[config.mk]
export PLATFORM = sky130hd
export DESIGN_NAME = mnd_root_clkgen
export DESIGN_NICKNAME = d
export VERILOG_FILES = /design/src/rtl/mnd_root_clkgen.sv
export SDC_FILE = /design/constraint.sdc
export NUM_CORES = 1
export LEC_CHECK = 0
export BUFFER_PORTS_ARGS = -buffer_cell sky130_fd_sc_hd__buf_2
export CAP_MARGIN = 0
export CORE_ASPECT_RATIO = 0.6
export CORE_UTILIZATION = 63
export DETAILED_ROUTE_END_ITERATION = 6
export GPL_TIMING_DRIVEN = 0
export PLACE_DENSITY = 0.86
export SYNTH_ARGS = -nofsm -noshare
export SYNTH_HDL_FRONTEND = slang
export SYNTH_SLANG_ARGS = --single-unit
[constraint.sdc]
create_clock -name clk -period 7.79 [get_ports clk]
set_input_delay 1.558 -clock clk [delete_from_list [all_inputs] [get_ports clk]]
set_output_delay 1.558 -clock clk [all_outputs]
set_load 0.005 [all_outputs]
[src/rtl/mnd_root_clkgen.sv]
module mnd_root_clkgen #(
  parameter int SRCS   = 4,
  parameter int LEVELS = 4,
  parameter int W      = 16,
  parameter int PW     = 5,
  parameter int AW     = 6
) (
  input  logic                      clk,
  input  logic                      rst_n,
  input  logic [SRCS-1:0]           src_tick,
  input  logic [$clog2(LEVELS)-1:0] perf_lvl,
  input  logic                      wr_en,
  input  logic [AW-1:0]             addr,
  input  logic [31:0]               wdata,
  output logic [31:0]               rdata,
  output logic                      clk_out
);
  localparam int SW    = $clog2(SRCS);
  localparam int LW    = $clog2(LEVELS);
  localparam int TBASE = 8;
  localparam int TEND  = TBASE + 4 * LEVELS;
  localparam logic [1:0] DUAL = 2'd2;

  logic [15:0] cfg_sh;
  logic [W-1:0] m_sh, n_sh, d_sh;
  logic [15:0] tcfg [LEVELS];
  logic [W-1:0] tm [LEVELS];
  logic [W-1:0] tn [LEVELS];
  logic [W-1:0] td [LEVELS];
  logic upd_pend, cmd_dfs, dfs_act;
  logic [LW-1:0] lvl_act;

  logic [PW-1:0] a_pre;
  logic [SW-1:0] a_src;
  logic          a_mnd;
  logic [W-1:0]  a_m, a_n, a_h;
  logic [PW-1:0] pdcnt;
  logic [W-1:0]  acc;

  logic [AW-1:0] toff;
  logic [LW-1:0] tix;
  logic          in_tbl;
  assign toff   = addr - AW'(TBASE);
  assign tix    = toff[LW+1:2];
  assign in_tbl = (addr >= AW'(TBASE)) && (addr < AW'(TEND));

  always_ff @(posedge clk or negedge rst_n) begin
    if (!rst_n) begin
      cfg_sh <= '0; m_sh <= '0; n_sh <= '0; d_sh <= '0;
      upd_pend <= 1'b0; cmd_dfs <= 1'b0;
      for (int i = 0; i < LEVELS; i++) begin
        tcfg[i] <= '0; tm[i] <= '0; tn[i] <= '0; td[i] <= '0;
      end
    end else begin
      if (wr_en && addr == '0 && wdata[0]) upd_pend <= 1'b1;
      else if (commit) upd_pend <= 1'b0;
      if (wr_en) begin
        if (addr == AW'(0)) cmd_dfs <= wdata[1];
        if (addr == AW'(1)) cfg_sh <= wdata[15:0];
        if (addr == AW'(2)) m_sh <= wdata[W-1:0];
        if (addr == AW'(3)) n_sh <= wdata[W-1:0];
        if (addr == AW'(4)) d_sh <= wdata[W-1:0];
        if (in_tbl) begin
          case (addr[1:0])
            2'd0: tcfg[tix] <= wdata[15:0];
            2'd1: tm[tix]   <= wdata[W-1:0];
            2'd2: tn[tix]   <= wdata[W-1:0];
            default: td[tix] <= wdata[W-1:0];
          endcase
        end
      end
    end
  end

  always_comb begin
    rdata = '0;
    if (addr == AW'(0)) rdata[1:0] = {cmd_dfs, upd_pend};
    else if (addr == AW'(1)) rdata[15:0] = cfg_sh;
    else if (addr == AW'(2)) rdata[W-1:0] = m_sh;
    else if (addr == AW'(3)) rdata[W-1:0] = n_sh;
    else if (addr == AW'(4)) rdata[W-1:0] = d_sh;
    else if (in_tbl) begin
      case (addr[1:0])
        2'd0: rdata[15:0] = tcfg[tix];
        2'd1: rdata[W-1:0] = tm[tix];
        2'd2: rdata[W-1:0] = tn[tix];
        default: rdata[W-1:0] = td[tix];
      endcase
    end
  end

  logic [15:0]  s_cfg;
  logic [W-1:0] s_m, s_n, s_d;
  assign s_cfg = cmd_dfs ? tcfg[perf_lvl] : cfg_sh;
  assign s_m   = cmd_dfs ? tm[perf_lvl]   : m_sh;
  assign s_n   = cmd_dfs ? tn[perf_lvl]   : n_sh;
  assign s_d   = cmd_dfs ? td[perf_lvl]   : d_sh;

  logic commit_req, commit;
  assign commit_req = upd_pend || (cmd_dfs != dfs_act) || (cmd_dfs && perf_lvl != lvl_act);
  assign commit     = commit_req && !clk_out;

  logic [PW:0]   len;
  logic [PW-1:0] half, last;
  logic          tick, rise, fall, ev;
  logic [W:0]    sum;
  logic [W-1:0]  acc_nx;
  logic          hi_nx;
  assign tick   = src_tick[a_src];
  assign len    = (a_pre < PW'(2)) ? (PW+1)'(2) : {1'b0, a_pre} + 1'b1;
  assign half   = len[PW:1];
  assign last   = PW'(len - 1'b1);
  assign rise   = pdcnt == '0;
  assign fall   = pdcnt == half;
  assign ev     = tick && (rise || fall);
  assign sum    = {1'b0, acc} + {1'b0, a_m};
  assign acc_nx = (sum >= {1'b0, a_n}) ? W'(sum - {1'b0, a_n}) : sum[W-1:0];
  assign hi_nx  = {acc_nx, 1'b0} < {1'b0, a_h};

  always_ff @(posedge clk or negedge rst_n) begin
    if (!rst_n) begin
      a_pre <= '0; a_src <= '0; a_mnd <= 1'b0;
      a_m <= '0; a_n <= '0; a_h <= '0;
      pdcnt <= '0; acc <= '0; clk_out <= 1'b0;
      dfs_act <= 1'b0; lvl_act <= '0;
    end else if (commit) begin
      a_pre   <= s_cfg[PW-1:0];
      a_src   <= s_cfg[8 +: SW];
      a_mnd   <= (s_cfg[13:12] == DUAL) && (s_m != '0);
      a_m     <= s_m;
      a_n     <= ~s_n + s_m;
      a_h     <= ~s_d;
      pdcnt   <= '0;
      acc     <= '0;
      clk_out <= 1'b0;
      dfs_act <= cmd_dfs;
      lvl_act <= perf_lvl;
    end else if (tick) begin
      pdcnt <= (pdcnt == last) ? '0 : pdcnt + 1'b1;
      if (ev) begin
        if (a_mnd) begin
          acc     <= acc_nx;
          clk_out <= hi_nx;
        end else begin
          clk_out <= rise;
        end
      end
    end
  end


  busy_clears_low_chk: assert property (@(posedge clk) disable iff (!rst_n)
    $fell(upd_pend) |-> !$past(clk_out));

  commit_restarts_chk: assert property (@(posedge clk) disable iff (!rst_n)
    commit |=> (pdcnt == '0 && acc == '0 && !clk_out));

  pdcnt_in_period_chk: assert property (@(posedge clk) disable iff (!rst_n)
    {1'b0, pdcnt} < len);

  acc_below_n_chk: assert property (@(posedge clk) disable iff (!rst_n)
    a_mnd |-> acc < a_n);

  out_moves_on_tick_chk: assert property (@(posedge clk) disable iff (!rst_n)
    !$stable(clk_out) |-> $past(tick));

  level_held_chk: assert property (@(posedge clk) disable iff (!rst_n)
    (dfs_act && $past(clk_out)) |-> $stable(lvl_act));
endmodule

==> impl_metrics.env, run 1 <==
export IMPL_status="complete, no violations"
export IMPL_fp_dieH_um=150
export IMPL_hold_path_class="register to register"
export IMPL_syn_mean_instance_area_um2=12.7
export IMPL_finClkSkew_ns=0.0248
export IMPL_worst_pin_slew_ns=1.36
export IMPL_start_util_pct=64.6
export IMPL_ys_seq_area_share_pct=44.1
export IMPL_grt_usage_pct=37.4
export IMPL_period_share_pct=87.0
export IMPL_synth_area_leader_cell="dfrtp_1"
export IMPL_cts_sinks=403
export IMPL_drt_pre_antenna_iters=6
export IMPL_yosys_most_used_dff="dfrtp_1"
export IMPL_rsz0062_at_grt="false"
export IMPL_placed_cell_area_um2=23800
export IMPL_die_w_um=248
export IMPL_cts_buffer_depth=3
export IMPL_syn_cell_area_um2=22900
export IMPL_cap_viol_max_count=0
export IMPL_synth_cells=1809
export IMPL_cts_reportedPaths_clkPinSlew_ns=0.07
export IMPL_cts_resized=0
export IMPL_synth_area_leaders="dfrtp_1 (44%), mux2_2 (16%), mux4_2 (13%)"
export IMPL_cp_arrival_ns=7.19
export IMPL_synth_edf_count=0
export IMPL_cp_endpoint="a_n[15]"
export IMPL_maxSlewViolCount=0
export IMPL_synth_most_common_cell="dfrtp_1"
export IMPL_ant_nets=0
export IMPL_ys_warn_count=0
export IMPL_wire_per_inst_um=28.2
export IMPL_core_um2=35400
export IMPL_cts_setup_buffers=0
export IMPL_fmax_mhz=148
export IMPL_die_area_um2=37100
export IMPL_fin_area_um2=24900
export IMPL_cp_startpoint="perf_lvl[1]"
export IMPL_p_leak_nw=11.6
export IMPL_setup_viol_count_final=0
export IMPL_path_class="input port to register"
export IMPL_htree_levels=2
export IMPL_row_count=53
export IMPL_io_buffer_count=29
export IMPL_cts_buffers=37
export IMPL_hold_violations=0
export IMPL_grt_pass1_vias=16700
export IMPL_yosys_register_bits=403
export IMPL_powerDensity_nw_per_um2=328
export IMPL_clk_latency_ns=0.57
export IMPL_reg2reg_to="clk_out"
export IMPL_vias=16900
export IMPL_period_needed_ns=6.78
export IMPL_n_antenna_cell=0
export IMPL_fin_nets=2011
export IMPL_final_layout_size_suffix_gt1_share_pct=32.2
export IMPL_drtIter0Drc=2153
export IMPL_grt_ovfl_total=0
export IMPL_synth_commonest_cells="dfrtp_1 (403), mux2_2 (335), mux4_2 (136)"
export IMPL_wl_mm=67.3
export IMPL_required_ns=8.20
export IMPL_fin_util_pct=70.2
export IMPL_tns_ns=0
export IMPL_syn_to_final_growth_pct=8.64
export IMPL_cts_root_buf="clkbuf_16"
export IMPL_postCtsHoldBufs=0
export IMPL_r2r_worst_path_cells=26
export IMPL_async_flop_share_pct=100
export IMPL_drcViolationCount=0
export IMPL_place_hpwl_mm=50.7
export IMPL_grt_max_degree=125
export IMPL_cp_end_kind="register"
export IMPL_vias_per_cell=7.09
export IMPL_cts_tree="built"
export IMPL_cp_start_kind="input port"
export IMPL_netlist_area_leader_share_pct=44.1
export IMPL_grt_pass1_wl_mm=102
export IMPL_rrSetupSlack_ns=1.44
export IMPL_ios=80
export IMPL_rr_startpoint="a_m[0]"
export IMPL_vdd_ir_drop_max_v=0.000166
export IMPL_cp_max_fo=10
export IMPL_gp_congestion=1.01
export IMPL_slew_headroom_pct=9.24
export IMPL_synth_cell_types=75
export IMPL_antenna_found_initial=0
export IMPL_power_total_mw=8.17
## layer usage
metal	part of all wire [%]	global-route usage, %	vias up
met1	42	55.8	8734
met2	42	52.1	1163
li1	-	-	6866
met3	13	12.1	141
met5	0	0	-
met4	3.1	11.5	0
## sequential cells by signal (all words and copies together) (netlist names)
signal,flops
pdcnt,5
acc,16
a_src,2
d_sh,16
clk_out,1
a_mnd,1
lvl_act,2
cfg_sh,16
n_sh,16
a_pre,5
cmd_dfs,1
a_n,16
tcfg,64
dfs_act,1
a_m,16
a_h,16
tm,64
upd_pend,1
td,64
tn,64
m_sh,16
## power breakdown
group,leakage (nW),internal [mW],total [mW],switching [mW]
clock,0.536,0.959,1.78,0.824
sequential,5.31,2.52,2.87,0.344
combinational,5.77,1.57,3.52,1.95
## cells by family (layout without fill, tap and decap cells)
family | after synthesis | count (layout) | share of synthesized area, %
compound gates | 276 | 276 | 8.03
xor+xnor | 50 | 50 | 2.01
fa+ha+maj | 69 | 69 | 3.87
buf+inv | 208 | 300 | 3.91
flops | 403 | 403 | 44.1
mux | 522 | 522 | 32.2
other cells | 1 | 16 | 0.0164
simple gates | 280 | 280 | 5.88
## layout make-up
| cell class | count | area [um2] |
|---|---|---|
| buffer | 145 | 659 |
| clock buffer | 56 | 1050 |
| clock inverter | 4 | 52.6 |
| fill | 2400 | 10500 |
| inverter | 63 | 236 |
| multi-input combinational | 1213 | 12000 |
| sequential | 403 | 10100 |
| tap | 467 | 584 |
| timing repair buffer | 32 | 238 |
## stage by stage
stage	worst slack [ns]	hold slack (ns)	cells
CTS	1.35	0.492	2383
finish	1.01	0.494	2383
detailed placement	0.825	0.473	2323
global route	1.04	0.516	2383
global placement	-2.43	0.470	2320
floorplan	2.55	0.450	1824
## cell usage in the layout, fill, tap and decap left out, drive strengths merged, types with 6 or more instances in the layout
cell type / n
a211oi: 9
a21o: 22
a21oi: 46
a222oi: 11
a22o: 17
a31oi: 7
buf: 92
clkbuf: 141
conb: 16
dfrtp: 403
ha: 66
inv: 65
mux2: 342
mux2i: 44
mux4: 136
nand2: 101
nand2b: 24
nand3: 13
nand4: 12
nor2: 65
nor2b: 8
nor3: 19
o211ai: 8
o21a: 16
o21ai: 102
or3: 6
xnor2: 34
xor2: 15
## worst min path at each step
stage          endpoint  cells past startpoint    start
2_1_floorplan   a_h[10]                      2  a_h[10]
4_1_cts          a_n[5]                      2   a_n[5]
5_1_grt          a_h[7]                      2   a_h[7]
3_3_place_gp     a_h[1]                      2   a_h[1]
3_5_place_dp     a_h[4]                      2   a_h[4]
6_report        a_n[12]                      2  a_n[12]
## critical path: stages
cell	delay [ns]
clkbuf_1	0.61
buf_1	0.66
clkbuf_1	0.79
clkbuf_1	0.70
mux4_2	0.46
mux2i_1	0.35
ha_1	0.37
and3_1	0.21
o211ai_1	0.16
a31oi_1	0.22
or4_1	0.45
a31oi_1	0.34
xnor2_1	0.18
o21ai_0	0.10
Note: power is estimated with default switching activity, not from simulation.
==> run 2, diff against run 1 <==
GPL_TIMING_DRIVEN = default   (was 0)
MAX_ROUTING_LAYER = met4   (was default)
==> run 2 against run 1 <==
Effect of this change:
- sequential power hardly changed
- power fell by 0.59%
- die area stayed put
- cell count down 3.7%
- worst hold slack got worse by 0.0050 ns
- utilization shrank 0.43 points
- critical path depth up 10
- first-iteration DRC count fell by 17%
- largest cell class unchanged
==> impl_metrics.env, run 2 (synthesized netlist as in run 1, its figures left out) <==
export IMPL_status="complete, no violations"
export IMPL_hold_depth=2
export IMPL_cp_max_fo=14
export IMPL_grt_pass1_wl_mm=96.2
export IMPL_cts_reportedPaths_clkPinSlew_ns=0.07
export IMPL_required_ns=8.25
export IMPL_p_leak_nw=11.6
export IMPL_hold_violations=0
export IMPL_cap_viol_max_count=0
export IMPL_cp_end_kind="register"
export IMPL_multi_input_area_um2=12000
export IMPL_hold_path_class="register to register"
export IMPL_ios=80
export IMPL_path_class="register to register"
export IMPL_io_buffer_count=47
export IMPL_htree_levels=2
export IMPL_die_area_um2=37100
export IMPL_postCtsHoldBufs=0
export IMPL_power_switching_mw=3.01
export IMPL_cp_startpoint="acc[1]"
export IMPL_wl_mm=62.3
export IMPL_cts_resized=0
export IMPL_rr_startpoint="acc[1]"
export IMPL_grt_max_degree=185
export IMPL_cts_root_buf="clkbuf_16"
export IMPL_vdd_ir_drop_max_v=0.000219
export IMPL_path_delay_family="compound AO/OA/AOI/OAI gates"
export IMPL_maxSlewViolCount=0
export IMPL_cp_start_kind="register"
export IMPL_die_w_um=248
export IMPL_fin_util_pct=69.8
export IMPL_vias_per_cell=6.98
export IMPL_slowest_stage="a21oi_2"
export IMPL_drtIter0Drc=1790
export IMPL_slew_headroom_pct=9.68
export IMPL_hold_end="a_n[5]"
export IMPL_vias=16000
export IMPL_reg2reg_to="clk_out"
export IMPL_switching_share_pct=37.0
export IMPL_drcViolationCount=0
export IMPL_clk_latency_ns=0.55
export IMPL_worst_path_buf_inv=1
export IMPL_fillers=2369
export IMPL_cp_arrival_ns=6.84
export IMPL_antenna_found_initial=2
export IMPL_cp_cell_sequence="ha_1 > a21oi_1 > o211ai_1 > o221a_2 > o21a_1 > a221oi_1 > xnor2_1 > ha_1 > nand4_1 > a21oi_1 > a211o_1 > a21oi_2 > a21oi_2 > or2_1 > buf_4 > mux2_2 > ha_1 > a21oi_1 > nor2b_1 > o21ai_0 > a21oi_1 > nor3_1 > nand4_1 > o211ai_1"
export IMPL_syn_to_final_growth_pct=7.98
export IMPL_core_um2=35400
export IMPL_cts_sinks=403
export IMPL_wire_per_inst_um=27.2
export IMPL_ff_latch_area_um2=10100
export IMPL_worst_pin_slew_ns=1.35
export IMPL_power_frac_seq_pct=35.4
export IMPL_drt_pre_antenna_iters=7
export IMPL_slowest_delay_ns=0.53
export IMPL_fp_dieH_um=150
export IMPL_fmax_mhz=157
export IMPL_place_hpwl_mm=40.9
export IMPL_clkPwrFrac_pct=23.3
export IMPL_comb_power_share_pct=41.3
export IMPL_start_util_pct=64.6
export IMPL_fin_nets=1916
export IMPL_period_needed_ns=6.38
export IMPL_rsz0062_at_grt="false"
export IMPL_final_common_cell="dfrtp_1"
export IMPL_p_int_mw=5.11
export IMPL_rrSetupSlack_ns=1.41
export IMPL_final_cell_mix="dfrtp_1 (402), mux2_2 (335), mux4_2 (136)"
export IMPL_final_layout_size_suffix_gt1_share_pct=35.5
export IMPL_row_count=53
export IMPL_cts_buffers=37
export IMPL_period_share_pct=81.9
export IMPL_grt_usage_pct=35.8
export IMPL_finClkSkew_ns=0.0220
export IMPL_r2r_worst_path_cells=24
export IMPL_min_delay_start="a_n[5]"
export IMPL_setup_viol_count_final=0
export IMPL_gp_congestion=0.926
export IMPL_powerDensity_nw_per_um2=328
export IMPL_cts_buffer_depth=3
export IMPL_grt_pass1_vias=16000
export IMPL_ant_nets=0
export IMPL_grt_ovfl_total=0
export IMPL_cts_tree="built"
export IMPL_cts_setup_buffers=0
export IMPL_cp_common_cell="a21oi_1"
export IMPL_tns_ns=0
## run 2: metal layers
metal / vias to the layer above / track usage, % / wire length, um
met2: 891 / 51.4 / 27800
met4: 0 / 12.3 / 2260
met1: 8292 / 49.3 / 25500
li1: 6660 / - / -
met5: - / - / 0
met3: 173 / 9.95 / 6730
## run 2: stage by stage
step | hold slack, ns | cells | setup WS, ns | cell area [um2] | power (mW)
after floorplan | 0.450 | 1824 | 2.55 | 22900 | 5.29
after global routing | 0.517 | 2294 | 1.16 | 24700 | 8.55
after detailed placement | 0.471 | 2228 | 1.64 | 23500 | 6.13
final | 0.489 | 2294 | 1.41 | 24700 | 8.12
after global placement | 0.471 | 2228 | 1.88 | 23500 | 5.95
after CTS | 0.487 | 2292 | 1.60 | 24700 | 8.04
## run 2: worst max path at each step
stage                end  slack, ns  depth (start not counted)
3_5_place_dp     clk_out       1.64                         24
5_1_grt          clk_out       1.16                         23
4_1_cts          clk_out       1.60                         24
6_report         clk_out       1.41                         24
2_1_floorplan  rdata[11]       2.55                          5
3_3_place_gp     clk_out       1.88                         24
## run 2: power by group through the flow
stage	registers, mW	clock network (mW)	logic [mW]
global placement	2.85	0	3.10
CTS	2.86	1.90	3.29
global route	2.92	1.98	3.65
detailed placement	2.89	0	3.24
finish	2.88	1.89	3.35
floorplan	2.76	0	2.54
## run 2: worst register-to-register path: stages, from the launching register on
cell and delay, ns:
dfrtp_1 0.40, ha_1 0.28, a21oi_1 0.23, o211ai_1 0.24, o221a_2 0.35, o21a_1 0.21
a221oi_1 0.35, xnor2_1 0.15, ha_1 0.41, nand4_1 0.22, a21oi_1 0.25, a211o_1 0.17
a21oi_2 0.07, a21oi_2 0.53, or2_1 0.18, buf_4 0.25, mux2_2 0.41, ha_1 0.30
a21oi_1 0.14, nor2b_1 0.06, o21ai_0 0.30, a21oi_1 0.13, nor3_1 0.33, nand4_1 0.13
o211ai_1 0.21
## run 2: final cells by class
cell class,instances,share of cell area (%)
Sequential cell,403,40.8
Clock inverter,9,0.410
Clock buffer,55,4.56
Timing Repair Buffer,82,2.24
Multi-Input combinational cell,1213,48.6
Antenna cell,2,0.0202
Inverter,63,0.957
Tap cell,467,2.36
==> run 3, diff against run 2 <==
CORE_UTILIZATION = 57   (was 63)
PLACE_DENSITY = 0.82   (was 0.86)
clock period = 5.4 ns   (was 7.79 ns; I/O delays follow)
==> run 3 against run 2 <==
Effect of this change:
- the flow now finishes with violations (design-rule violations, negative setup slack)
- first-iteration DRC count rose by 7.5%
- sequential share of layout area fell by 1.5 points
- sequential power rose by 45%
- critical path depth rose by 1
- combinational power rose by 60%
- die area rose by 10%
- maximum frequency rose by 16%
- clock power rose by 53%
- largest power group unchanged
- wire length rose by 4.7%
- worst hold slack got worse by 0.0025 ns
- power rose by 53%
- highest routed layer unchanged
- clock-buffer cell count rose by 3
==> impl_metrics.env, run 3 (synthesized netlist as in run 1, its figures left out) <==
export IMPL_cp_max_fo=4
export IMPL_place_hpwl_mm=43.9
export IMPL_core_um2=39300
export IMPL_comb_power_share_pct=43.1
export IMPL_hold_violations=0
export IMPL_path_delay_family="compound AO/OA/AOI/OAI gates"
export IMPL_cts_root_buf="clkbuf_16"
export IMPL_final_layout_size_suffix_gt1_share_pct=39.4
export IMPL_hold_path_class="register to register"
export IMPL_grt_ovfl_total=0
export IMPL_clkPwrFrac_pct=23.3
export IMPL_power_frac_seq_pct=33.6
export IMPL_wl_mm=65.3
export IMPL_die_w_um=261
export IMPL_syn_to_final_growth_pct=12.0
export IMPL_vias=16400
export IMPL_maxSlewViolCount=0
export IMPL_cts_tree="built"
export IMPL_fp_dieH_um=157
export IMPL_power_switching_mw=4.54
export IMPL_worst_pin_slew_ns=1.21
export IMPL_setup_viol_count_final=1
export IMPL_drtIter0Drc=1924
export IMPL_vias_per_cell=6.74
export IMPL_cp_end_kind="register"
export IMPL_vdd_ir_drop_max_v=0.000276
export IMPL_rsz0062_at_grt="true"
export IMPL_ios=80
export IMPL_cap_viol_max_count=0
export IMPL_final_cell_mix="dfrtp_1 (402), mux2_2 (335), mux4_2 (136)"
export IMPL_cts_buffers=38
export IMPL_period_needed_ns=5.49
export IMPL_row_count=56
export IMPL_required_ns=5.86
export IMPL_slowest_stage="dfrtp_1"
export IMPL_clk_latency_ns=0.54
export IMPL_cp_arrival_ns=5.95
export IMPL_ant_nets=0
export IMPL_fmax_mhz=182
export IMPL_start_util_pct=58.2
export IMPL_grt_pass1_wl_mm=101
export IMPL_violations="design-rule violations, negative setup slack"
export IMPL_die_area_um2=41000
export IMPL_antenna_found_initial=4
export IMPL_powerDensity_nw_per_um2=486
export IMPL_dp_slack_ns=-0.413
export IMPL_drt_pre_antenna_iters=7
export IMPL_grt_max_degree=126
export IMPL_grt_usage_pct=33.9
export IMPL_grt_pass1_vias=16800
export IMPL_p_int_mw=7.92
export IMPL_placed_cell_area_um2=24100
export IMPL_slowest_delay_ns=0.42
export IMPL_finClkSkew_ns=0.00916
export IMPL_wire_per_inst_um=26.9
export IMPL_cp_start_kind="register"
export IMPL_path_class="register to register"
export IMPL_htree_levels=2
export IMPL_p_leak_nw=12.0
export IMPL_period_share_pct=102
export IMPL_cts_sinks=403
export IMPL_switching_share_pct=36.5
export IMPL_io_buffer_count=47
export IMPL_cts_buffer_depth=3
export IMPL_status="finished with violations"
export IMPL_fin_area_um2=25600
export IMPL_whs_ns=0.487
export IMPL_final_common_cell="dfrtp_1"
export IMPL_postLayoutSetupSlackWorst_ns=-0.0921
export IMPL_fin_nets=1993
export IMPL_gp_congestion=0.900
export IMPL_worst_path_buf_inv=2
export IMPL_cts_reportedPaths_clkPinSlew_ns=0.07
export IMPL_slew_headroom_pct=19.5
export IMPL_drcViolationCount=1
export IMPL_cp_common_cell="o21a_1"
run 3: worst paths after layout:
path                       endpoint    from  cells after the start  slack (ns)
hold reg to reg              a_n[5]  a_n[5]                      2        0.49
max in group asynchronous    td[26]   rst_n                      2        3.60
setup / recovery            clk_out  a_m[3]                     25       -0.09
setup reg to reg            clk_out  a_m[3]                     25       -0.09
hold / removal               a_n[5]  a_n[5]                      2        0.49
min in group asynchronous   d_sh[1]   rst_n                      1        0.59
run 3: metrics by stage:
step | power (mW) | util (%) | instances | TNS, ns
after floorplan | 7.63 | - | 1824 | 0
after global placement | 9.02 | 61.3 | 2354 | -0.209
after detailed placement | 9.22 | 61.3 | 2354 | -0.413
after CTS | 12.2 | 64.8 | 2421 | 0
after global routing | 13.1 | 65.2 | 2429 | -0.316
final | 12.5 | 65.2 | 2429 | -0.0921
run 3: area by class of cell:
type | count | area [um2]
antenna | 4 | 10.0
clock buffer | 58 | 1220
clock inverter | 8 | 119
fill | 2781 | 13700
inverter | 63 | 236
multi-input combinational | 1213 | 12200
sequential | 403 | 10100
tap | 522 | 653
timing repair buffer | 158 | 1150
run 3: power groups by stage:
stage / logic (mW) / clock network, mW / registers (mW)
6_report: 5.37 / 2.90 / 4.18
3_3_place_gp: 4.89 / 0 / 4.13
4_1_cts: 5.14 / 2.91 / 4.15
2_1_floorplan: 3.66 / 0 / 3.98
3_5_place_dp: 5.03 / 0 / 4.19
5_1_grt: 5.84 / 3.04 / 4.25
run 3: repair_timing:
action,in CTS,in global routing
hold buffers,0,0
setup buffers,1,4
gates cloned,0,0
resized for setup,8,20
endpoints found under the setup margin,1,1
pin swaps,1,21
run 3: worst reg2reg max path, stage by stage, from the launching register on:
cell,delay (ns)
dfrtp_1,0.42
ha_4,0.27
buf_4,0.13
o211ai_1,0.27
a21oi_4,0.07
o221a_4,0.29
o221a_2,0.31
o21a_1,0.19
nor3_2,0.25
nor2_1,0.07
ha_1,0.33
nand4_1,0.14
o41ai_2,0.42
nor2_1,0.13
o21ai_4,0.09
or2_4,0.20
buf_4,0.15
mux2_2,0.35
ha_1,0.27
o21a_1,0.18
o21ai_2,0.12
a21oi_1,0.06
o21a_1,0.22
o2111ai_1,0.18
nand4_1,0.12
o211ai_1,0.18
run 3: metal layers:
layer	GRT usage (%)	share of wire (%)	up-vias
li1	-	-	6831
met1	47.2	41	8382
met2	48.5	44	997
met3	8.53	11	163
met4	11.6	3.4	0
met5	-	0	-
